$ cat config.mk
export PLATFORM = sky130hd
export DESIGN_NAME = i2c_scl_rate_gen
export DESIGN_NICKNAME = d
export VERILOG_FILES = /design/src/rtl/i2c_rate_pkg.sv /design/src/rtl/rate_decode.sv /design/src/rtl/phase_counter.sv /design/src/rtl/phase_gen.sv /design/src/rtl/i2c_scl_rate_gen.sv
export SDC_FILE = /design/constraint.sdc
export NUM_CORES = 1
export LEC_CHECK = 0
export BUFFER_PORTS_ARGS = -buffer_cell sky130_fd_sc_hd__buf_4
export CAP_MARGIN = 25
export CORE_MARGIN = 2
export CORE_UTILIZATION = 61
export CTS_CLUSTER_DIAMETER = 100
export DETAILED_ROUTE_END_ITERATION = 7
export HOLD_SLACK_MARGIN = 0.03
export PLACE_DENSITY = 0.83
export SYNTH_ARGS = -nofsm -noshare
export SYNTH_HDL_FRONTEND = slang
export SYNTH_SLANG_ARGS = --single-unit
$ cat constraint.sdc
create_clock -name clk -period 5.7 [get_ports clk]
set_input_delay 0.57 -clock clk [delete_from_list [all_inputs] [get_ports clk]]
set_output_delay 0.57 -clock clk [all_outputs]
set_load 0.03 [all_outputs]
$ cat src/rtl/i2c_rate_pkg.sv
package i2c_rate_pkg;
  localparam int CODE_W = 3;
  localparam int HALF_W = 9;
  localparam logic [CODE_W-1:0] CODE_EXT = 3'd7;

  // half of the standard-core bit period, in oscillator clocks
  function automatic logic [HALF_W-1:0] std_half(input logic [CODE_W-1:0] code);
    case (code)
      3'd0:    std_half = 9'd128;
      3'd1:    std_half = 9'd112;
      3'd2:    std_half = 9'd96;
      3'd3:    std_half = 9'd80;
      3'd4:    std_half = 9'd480;
      3'd5:    std_half = 9'd60;
      3'd6:    std_half = 9'd30;
      default: std_half = 9'd0;
    endcase
  endfunction
endpackage

$ cat src/rtl/rate_decode.sv
module rate_decode
  import i2c_rate_pkg::*;
#(
  parameter int W = HALF_W,
  parameter int OVF_HALF = 4
) (
  input  logic [CODE_W-1:0] code,
  input  logic              fast,
  output logic [W-1:0]      term,
  output logic              ext_src
);
  logic [W-1:0] half_clk;

  always_comb begin
    ext_src  = (code == CODE_EXT);
    half_clk = W'(std_half(code)) >> fast;
    term     = ext_src ? W'(OVF_HALF - 1) : half_clk - W'(1);
  end
endmodule

$ cat src/rtl/phase_counter.sv
module phase_counter #(
  parameter int W = 9
) (
  input  logic         clk,
  input  logic         rst_n,
  input  logic         restart,
  input  logic         adv,
  input  logic [W-1:0] term,
  output logic         wrap
);
  logic [W-1:0] cnt_q;

  assign wrap = !restart && adv && (cnt_q == term);

  always_ff @(posedge clk or negedge rst_n) begin
    if (!rst_n)        cnt_q <= '0;
    else if (restart)  cnt_q <= '0;
    else if (wrap)     cnt_q <= '0;
    else if (adv)      cnt_q <= cnt_q + W'(1);
  end

  // no advance means the count keeps its value
  a_r5_hold_freezes: assert property (@(posedge clk) disable iff (!rst_n)
    (!restart && !adv) |=> $stable(cnt_q));
  // a restart empties the count
  a_r6_restart_clears: assert property (@(posedge clk) disable iff (!rst_n)
    restart |=> (cnt_q == '0));
endmodule

$ cat src/rtl/phase_gen.sv
module phase_gen (
  input  logic clk,
  input  logic rst_n,
  input  logic restart,
  input  logic wrap,
  output logic high,
  output logic rise,
  output logic fall
);
  always_ff @(posedge clk or negedge rst_n) begin
    if (!rst_n) begin
      high <= 1'b0;
      rise <= 1'b0;
      fall <= 1'b0;
    end else if (restart) begin
      high <= 1'b0;
      rise <= 1'b0;
      fall <= 1'b0;
    end else begin
      rise <= wrap && !high;
      fall <= wrap && high;
      if (wrap) high <= !high;
    end
  end

  // pulses are exclusive and agree with the phase they open
  a_r4_exclusive: assert property (@(posedge clk) disable iff (!rst_n)
    $onehot0({rise, fall}));
  a_r4_rise_high: assert property (@(posedge clk) disable iff (!rst_n)
    rise |-> high);
  a_r4_fall_low: assert property (@(posedge clk) disable iff (!rst_n)
    fall |-> !high);
  // a restart returns to the low phase
  a_r6_restart_low: assert property (@(posedge clk) disable iff (!rst_n)
    restart |=> (!high && !rise && !fall));
endmodule

$ cat src/rtl/i2c_scl_rate_gen.sv
module i2c_scl_rate_gen
  import i2c_rate_pkg::*;
#(
  parameter int OVF_PER_BIT = 8
) (
  input  logic              clk,
  input  logic              rst_n,
  input  logic              enable,
  input  logic              slave,
  input  logic              fast_core,
  input  logic [CODE_W-1:0] rate_code,
  input  logic              timer_ovf,
  input  logic              hold,
  output logic              scl_high,
  output logic              scl_rise,
  output logic              scl_fall
);
  localparam int OVF_HALF = OVF_PER_BIT / 2;

  logic [CODE_W:0]     sel_q;
  logic [HALF_W-1:0]   term;
  logic                ext_src;
  logic                run, restart, adv, wrap;

  always_ff @(posedge clk or negedge rst_n) begin
    if (!rst_n) sel_q <= '0;
    else        sel_q <= {fast_core, rate_code};
  end

  assign run     = enable && !slave;
  assign restart = !run || (sel_q != {fast_core, rate_code});
  assign adv     = !hold && (!ext_src || timer_ovf);

  rate_decode #(.W(HALF_W), .OVF_HALF(OVF_HALF)) u_dec (
    .code(rate_code), .fast(fast_core), .term(term), .ext_src(ext_src)
  );

  phase_counter #(.W(HALF_W)) u_cnt (
    .clk(clk), .rst_n(rst_n), .restart(restart), .adv(adv),
    .term(term), .wrap(wrap)
  );

  phase_gen u_ph (
    .clk(clk), .rst_n(rst_n), .restart(restart), .wrap(wrap),
    .high(scl_high), .rise(scl_rise), .fall(scl_fall)
  );

  // a slave cycle produces no phase change at the next edge
  a_r7_slave_quiet: assert property (@(posedge clk) disable iff (!rst_n)
    slave |=> (!scl_rise && !scl_fall && !scl_high));
  // a held cycle changes nothing
  a_r5_hold_no_pulse: assert property (@(posedge clk) disable iff (!rst_n)
    (hold && run) |=> (!scl_rise && !scl_fall));
endmodule

### After elaboration in Yosys (flattened, before gate mapping)

Cells that the tools add are included.

* $add $sub $neg: 2
* equal/unequal tests: 9
* shift-type cells: 1
* multiplexer cells: 9
* reduce and logical (&&, ||, !) cells: 17

Operator list (count)
* 9-bit one-hot mux with 7 select lines: 1
* 9-bit two-way mux: 4
* 3-bit equality test (second input constant): 4
* 9-bit by 1-bit adder with 9-bit output (second input constant): 1
* 9-bit equality test: 1
* 9-bit by 1-bit >> shifter with 9-bit output: 1
* 9-bit by 1-bit subtractor with 9-bit output (second input constant): 1
* 3-bit by 2-bit equality test with 1-bit output (second input constant): 2
* 1-bit logical AND: 6
* 1-bit zero test: 6
* 1-bit two-way mux: 4
* 4-bit != test: 1
* 3-bit by 1-bit equality test with 1-bit output (second input constant): 1
* 3-bit zero test: 1
* 3-bit nonzero test: 1
* 1-bit logical OR: 2
* 2-bit nonzero test: 1

* flip-flop bits (word level): 16
* input bits: 10
* output and inout port bits: 3
* word-level logic and storage cells: 43

### Longest topological paths before layout

* word-level depth: 9
* gate-level depth with buffers: 11
* gate-level depth less buffers: 9

### Modules after synthesis

Synthesis repeated with hierarchy kept, for this count alone.

* cells, all modules: 128
* area total of the unflattened synthesis: 1144.8 µm²

By module, submodules not included
* phase_counter: times used 1, cells an instance 66, area each 604.3 µm², seq. area each 225.2 µm²
* rate_decode: times used 1, cells an instance 40, area each 269.0 µm², seq. area each 0.0 µm²
* i2c_scl_rate_gen: times used 1, cells an instance 15, area each 166.4 µm², seq. area each 100.1 µm²
* phase_gen: times used 1, cells an instance 7, area each 105.1 µm², seq. area each 75.1 µm²

### Least setup slack after synthesis

OpenSTA, ideal clock, no wires.

* path type: in2reg
* from: input port fast_core
* to: register u_cnt.cnt_q[2]
* library setup time: 0.134 ns
* data arrival time: 2.964 ns
* data required time: 5.566 ns
* setup slack: 2.602 ns
* stages: 11
* buffers on the path: 2
* path through: clkbuf_1 -> clkbuf_1 -> and3b_1 -> o21ai_0 -> ha_1 -> nor4bb_1 -> a221oi_1 -> xnor2_1 -> or4_4 -> o31ai_4 -> nor2_1

* cells in the longest elaborated chain, start to end: 7
* elaborated cells on any way between the ends: 12
* those cells by class: add/sub: 1; eq/ne: 2; shift: 1; mux: 3; reduce/logical: 5

RTL lines
* from (decl): RTL line i2c_scl_rate_gen.sv:10 `input logic fast_core,`
* 9-bit by 1-bit >> shifter with 9-bit output or 4-bit != test (tied branches): RTL line rate_decode.sv:16, i2c_scl_rate_gen.sv:31
* 9-bit by 1-bit subtractor with 9-bit output or 1-bit logical OR (tied branches): RTL line rate_decode.sv:17, i2c_scl_rate_gen.sv:31
* 9-bit two-way mux or 1-bit zero test (tied branches): RTL line rate_decode.sv:17, phase_counter.sv:13
* 9-bit equality test or 1-bit logical AND (tied branches): RTL line phase_counter.sv:13 `assign wrap = !restart && adv && (cnt_q == term);`
* 1-bit logical AND: RTL line phase_counter.sv:13
* 9-bit two-way mux: RTL line phase_counter.sv:18 `else if (wrap) cnt_q <= '0;`
* 9-bit two-way mux: RTL line phase_counter.sv:17 `else if (restart) cnt_q <= '0;`
* to (signal assigned): RTL line phase_counter.sv:19 `else if (adv) cnt_q <= cnt_q + W'(1);`
* to (decl): RTL line phase_counter.sv:11 `logic [W-1:0] cnt_q;`

Several ways; a longest one is shown, not always the timed one.
A chain may end at the register's enable or synchronous reset.

### Worst setup path after layout

* from: input port rate_code[1]
* to: register u_cnt.cnt_q[3]

* cells in the longest elaborated chain, start to end: 9
* elaborated cells on any way between the ends: 24
* those cells by class: add/sub: 1; eq/ne: 9; shift: 1; mux: 4; reduce/logical: 9

RTL lines
* from (decl): RTL line i2c_scl_rate_gen.sv:11 `input logic [CODE_W-1:0] rate_code,`
* 3-bit equality test, or another cell as far along: RTL line i2c_rate_pkg.sv:8 `case (code)`
* 9-bit one-hot mux with 7 select lines: RTL line i2c_rate_pkg.sv:8
* 9-bit by 1-bit >> shifter with 9-bit output: RTL line rate_decode.sv:16 `half_clk = W'(std_half(code)) >> fast;`
* 9-bit by 1-bit subtractor with 9-bit output: RTL line rate_decode.sv:17 `term = ext_src ? W'(OVF_HALF - 1) : half_clk - W'(1);`
* 9-bit two-way mux: RTL line rate_decode.sv:17
* 9-bit equality test: RTL line phase_counter.sv:13
* 1-bit logical AND: RTL line phase_counter.sv:13
* 9-bit two-way mux: RTL line phase_counter.sv:18
* 9-bit two-way mux: RTL line phase_counter.sv:17

Several ways; a longest one is shown, not always the timed one.

==> flow_summary.yaml <==
cts:
  cts_resized: 0
  clock-sinks: 16
  h-tree-depth: 1
  cts.hold.buffers_added: 0
  clkTransAtPathRegs_ns: 0.09
  clock_latency_ns: 0.28
  cts_root_buf: "clkbuf_4"
  cts_setup_buffers: 0
  clockBufferDepth: 2
  tritoncts: "done"
  cts_buffers: 3
yosys:
  yosys_warnings: 0
  synth-edff-count: 0
  syn_area_um2: 1170
  synth_most_common_cell: "dfrtp_1"
  syn_inst: 131
  yosys.area.top_type: "dfrtp_1"
  ys_types: 46
  synthArstFlopShare: 1.00
  syn_area_per_cell_um2: 8.96
  yosysSeqAreaShare: 0.341
  synth_fp_nets: 143
  synth_top_area_frac: 0.341
  ys.flop_type: "dfrtp_1"
  synthTopCellsByCount: "dfrtp_1 (16), nand3_1 (11), nor2_1 (11), xor2_1 (9), nand2_1 (7)"
  synth_seq_cells: 16
  synth_area_leaders: "dfrtp_1 (34%), xor2_1 (6.7%), nand3_1 (4.7%)"
global_route:
  gr-usage-met1: 0.342
  grt_usage: 0.252
  grt_pass1_vias: 901
  busiest_layer: "met2"
  met3_usage: 0.0566
  grt_overflow: 0
  grt_max_degree: 26
  antenna_found_initial: 0
  grt_util_met2: 0.405
  grt_first_pass_wirelength_mm: 4.06
sta:
  finalCritPeriodShare: 0.495
  rsz0062_at_grt: "no"
  worstMarginPinSlew_ns: 0.455
  finalMaxSlewViolations: 0
  finalHoldViolCount: 0
  clock-skew-final_ns: 0.00214
  post-route-min-period_ns: 2.82
  hold_slack_ns: 0.124
  fmax_ghz: 0.355
  setup_viol: 0
  slew_headroom: 0.694
  setup_tns_ns: 0
worst_setup_path:
  worst-path-max-fanout: 25
  crit_type: "input port to flop"
  arrival_ns: 2.98
  rrSetupSlack_ns: 3.67
  start_kind: "input port"
  crit_path_end_kind: "flop"
  r2r_start: "u_cnt.cnt_q[0]$_DFFE_PN0P_"
  crit_required_ns: 5.86
  r2r-end: "u_cnt.cnt_q[3]$_DFFE_PN0P_"
  r2r_cells: 5
final_layout:
  drive_above_1_share: 0.174
  nets: 151
  area_delta_synth_final_pct: 9.49
  n_antenna_cell: 0
  fillers: 156
  multiInputGateArea_um2: 716
  utilization: 0.728
  regArea_um2: 400
route:
  vias: 983
  routed_wl_mm: 2.32
  post_drt_wl_per_cell_um: 14.2
  drc: 0
  drtIter0Drc: 17
  drtPass1Iterations: 4
  ant_nets: 0
  routed_via_density: 6.03
floorplanning:
  initial_core_util: 0.665
  die_y_um: 47.9
  io_pins: 13
  fp.dieArea_um2: 2290
  dieWidth_um: 47.9
  coreArea_um2: 1760
  core.rowCount: 15
placed_design:
  hpwl_mm: 1.75
  place_congestion: 0.832
  io_buffers: 12
pwr:
  peakVddDrop_uv: 151
  p_leak_nw: 0.510
  powerDensity_nw_per_um2: 176
run_status:
  status: "finished clean"
worst_hold_path:
  hold_path_class: "input port to asynchronous set/reset pin"
job:
  maxCapViolations: 0
==> power by group <==
group	internal (W)	switching, W	leakage, nW
Clock	0.0000389	0.0000337	0.0210
Sequential	0.000115	0.000000797	0.214
Combinational	0.0000160	0.0000222	0.275
Total	0.000170	0.0000567	0.510
==> per-layer routing <==
layer	wire length [um]	up-vias
li1	-	491
met3	117	5
met1	1080	462
met2	1100	25
met5	0	-
met4	22	0
==> through the flow <==
stage / power, W / setup WS (ns) / std cells / area, um2
floorplan: 0.000146 / 2.60 / 131 / 1170
global placement: 0.000155 / 2.68 / 159 / 1250
detailed placement: 0.000156 / 2.60 / 159 / 1250
CTS: 0.000228 / 2.90 / 163 / 1280
global route: 0.000240 / 2.66 / 163 / 1280
finish: 0.000226 / 2.88 / 163 / 1280
==> kinds of logic after synthesis <==
kind of cell / share of synthesized area
muxes: 0.0171
DFF: 0.341
xor gates and xnor gates: 0.0970
and+or+nand+nor: 0.285
buffers and inverters: 0.0490
adders and majority gates: 0.0213
AOI/OAI and AO/OA: 0.190
==> how the worst max path moves through the flow <==
stage / startpoint / to / slack (ns) / cells after the start
after global routing: rate_code[1] / u_cnt.cnt_q[7]$_DFFE_PN0P_ / 2.66 / 10
after detailed placement: rate_code[1] / u_cnt.cnt_q[3]$_DFFE_PN0P_ / 2.60 / 10
final: rate_code[1] / u_cnt.cnt_q[3]$_DFFE_PN0P_ / 2.88 / 10
after CTS: rate_code[1] / u_cnt.cnt_q[3]$_DFFE_PN0P_ / 2.90 / 10
after floorplan: fast_core / u_cnt.cnt_q[2]$_DFFE_PN0P_ / 2.60 / 11
after global placement: rate_code[1] / u_cnt.cnt_q[8]$_DFFE_PN0P_ / 2.68 / 10
==> flip-flops by register name, summed over array words and instances, names as in the netlist <==
signal and cells:
u_ph.high 1, u_ph.fall 1, u_ph.rise 1, sel_q 4, u_cnt.cnt_q 9
==> worst max-delay path: stages <==
cell	delay, ns
buf_4	0.23
and3b_1	0.20
o21ai_0	0.18
ha_1	0.30
nor2b_1	0.08
a221oi_1	0.34
xnor2_1	0.10
or4_4	0.45
o31ai_4	0.42
nor2_1	0.10
==> area by class of cell <==
| cell class | instances | share of cell area |
|---|---|---|
| multi-input combinational | 103 | 0.557 |
| clock buffer | 4 | 0.0282 |
| tap | 25 | 0.0243 |
| inverter | 3 | 0.00876 |
| timing repair buffer | 12 | 0.0701 |
| sequential | 16 | 0.312 |
==> layout by cell type (no fill, tap or decap), drive strengths merged, types with 2 or more instances in the layout <==
cell,synthesis,final
nand2,7,7
nor3,3,3
buf,3,12
nand3,11,11
o31ai,2,2
or4,3,3
xor2,9,9
inv,3,3
clkbuf,6,4
nor3b,5,5
mux2i,2,2
o21ai,5,5
xnor2,4,4
a221oi,2,2
a31oi,3,3
ha,2,2
and3,4,4
nor2b,5,5
o22ai,5,5
o2bb2ai,2,2
o211ai,2,2
nor2,11,11
dfrtp,16,16
a21oi,2,2
Note: power is estimated with default switching activity, not from simulation.
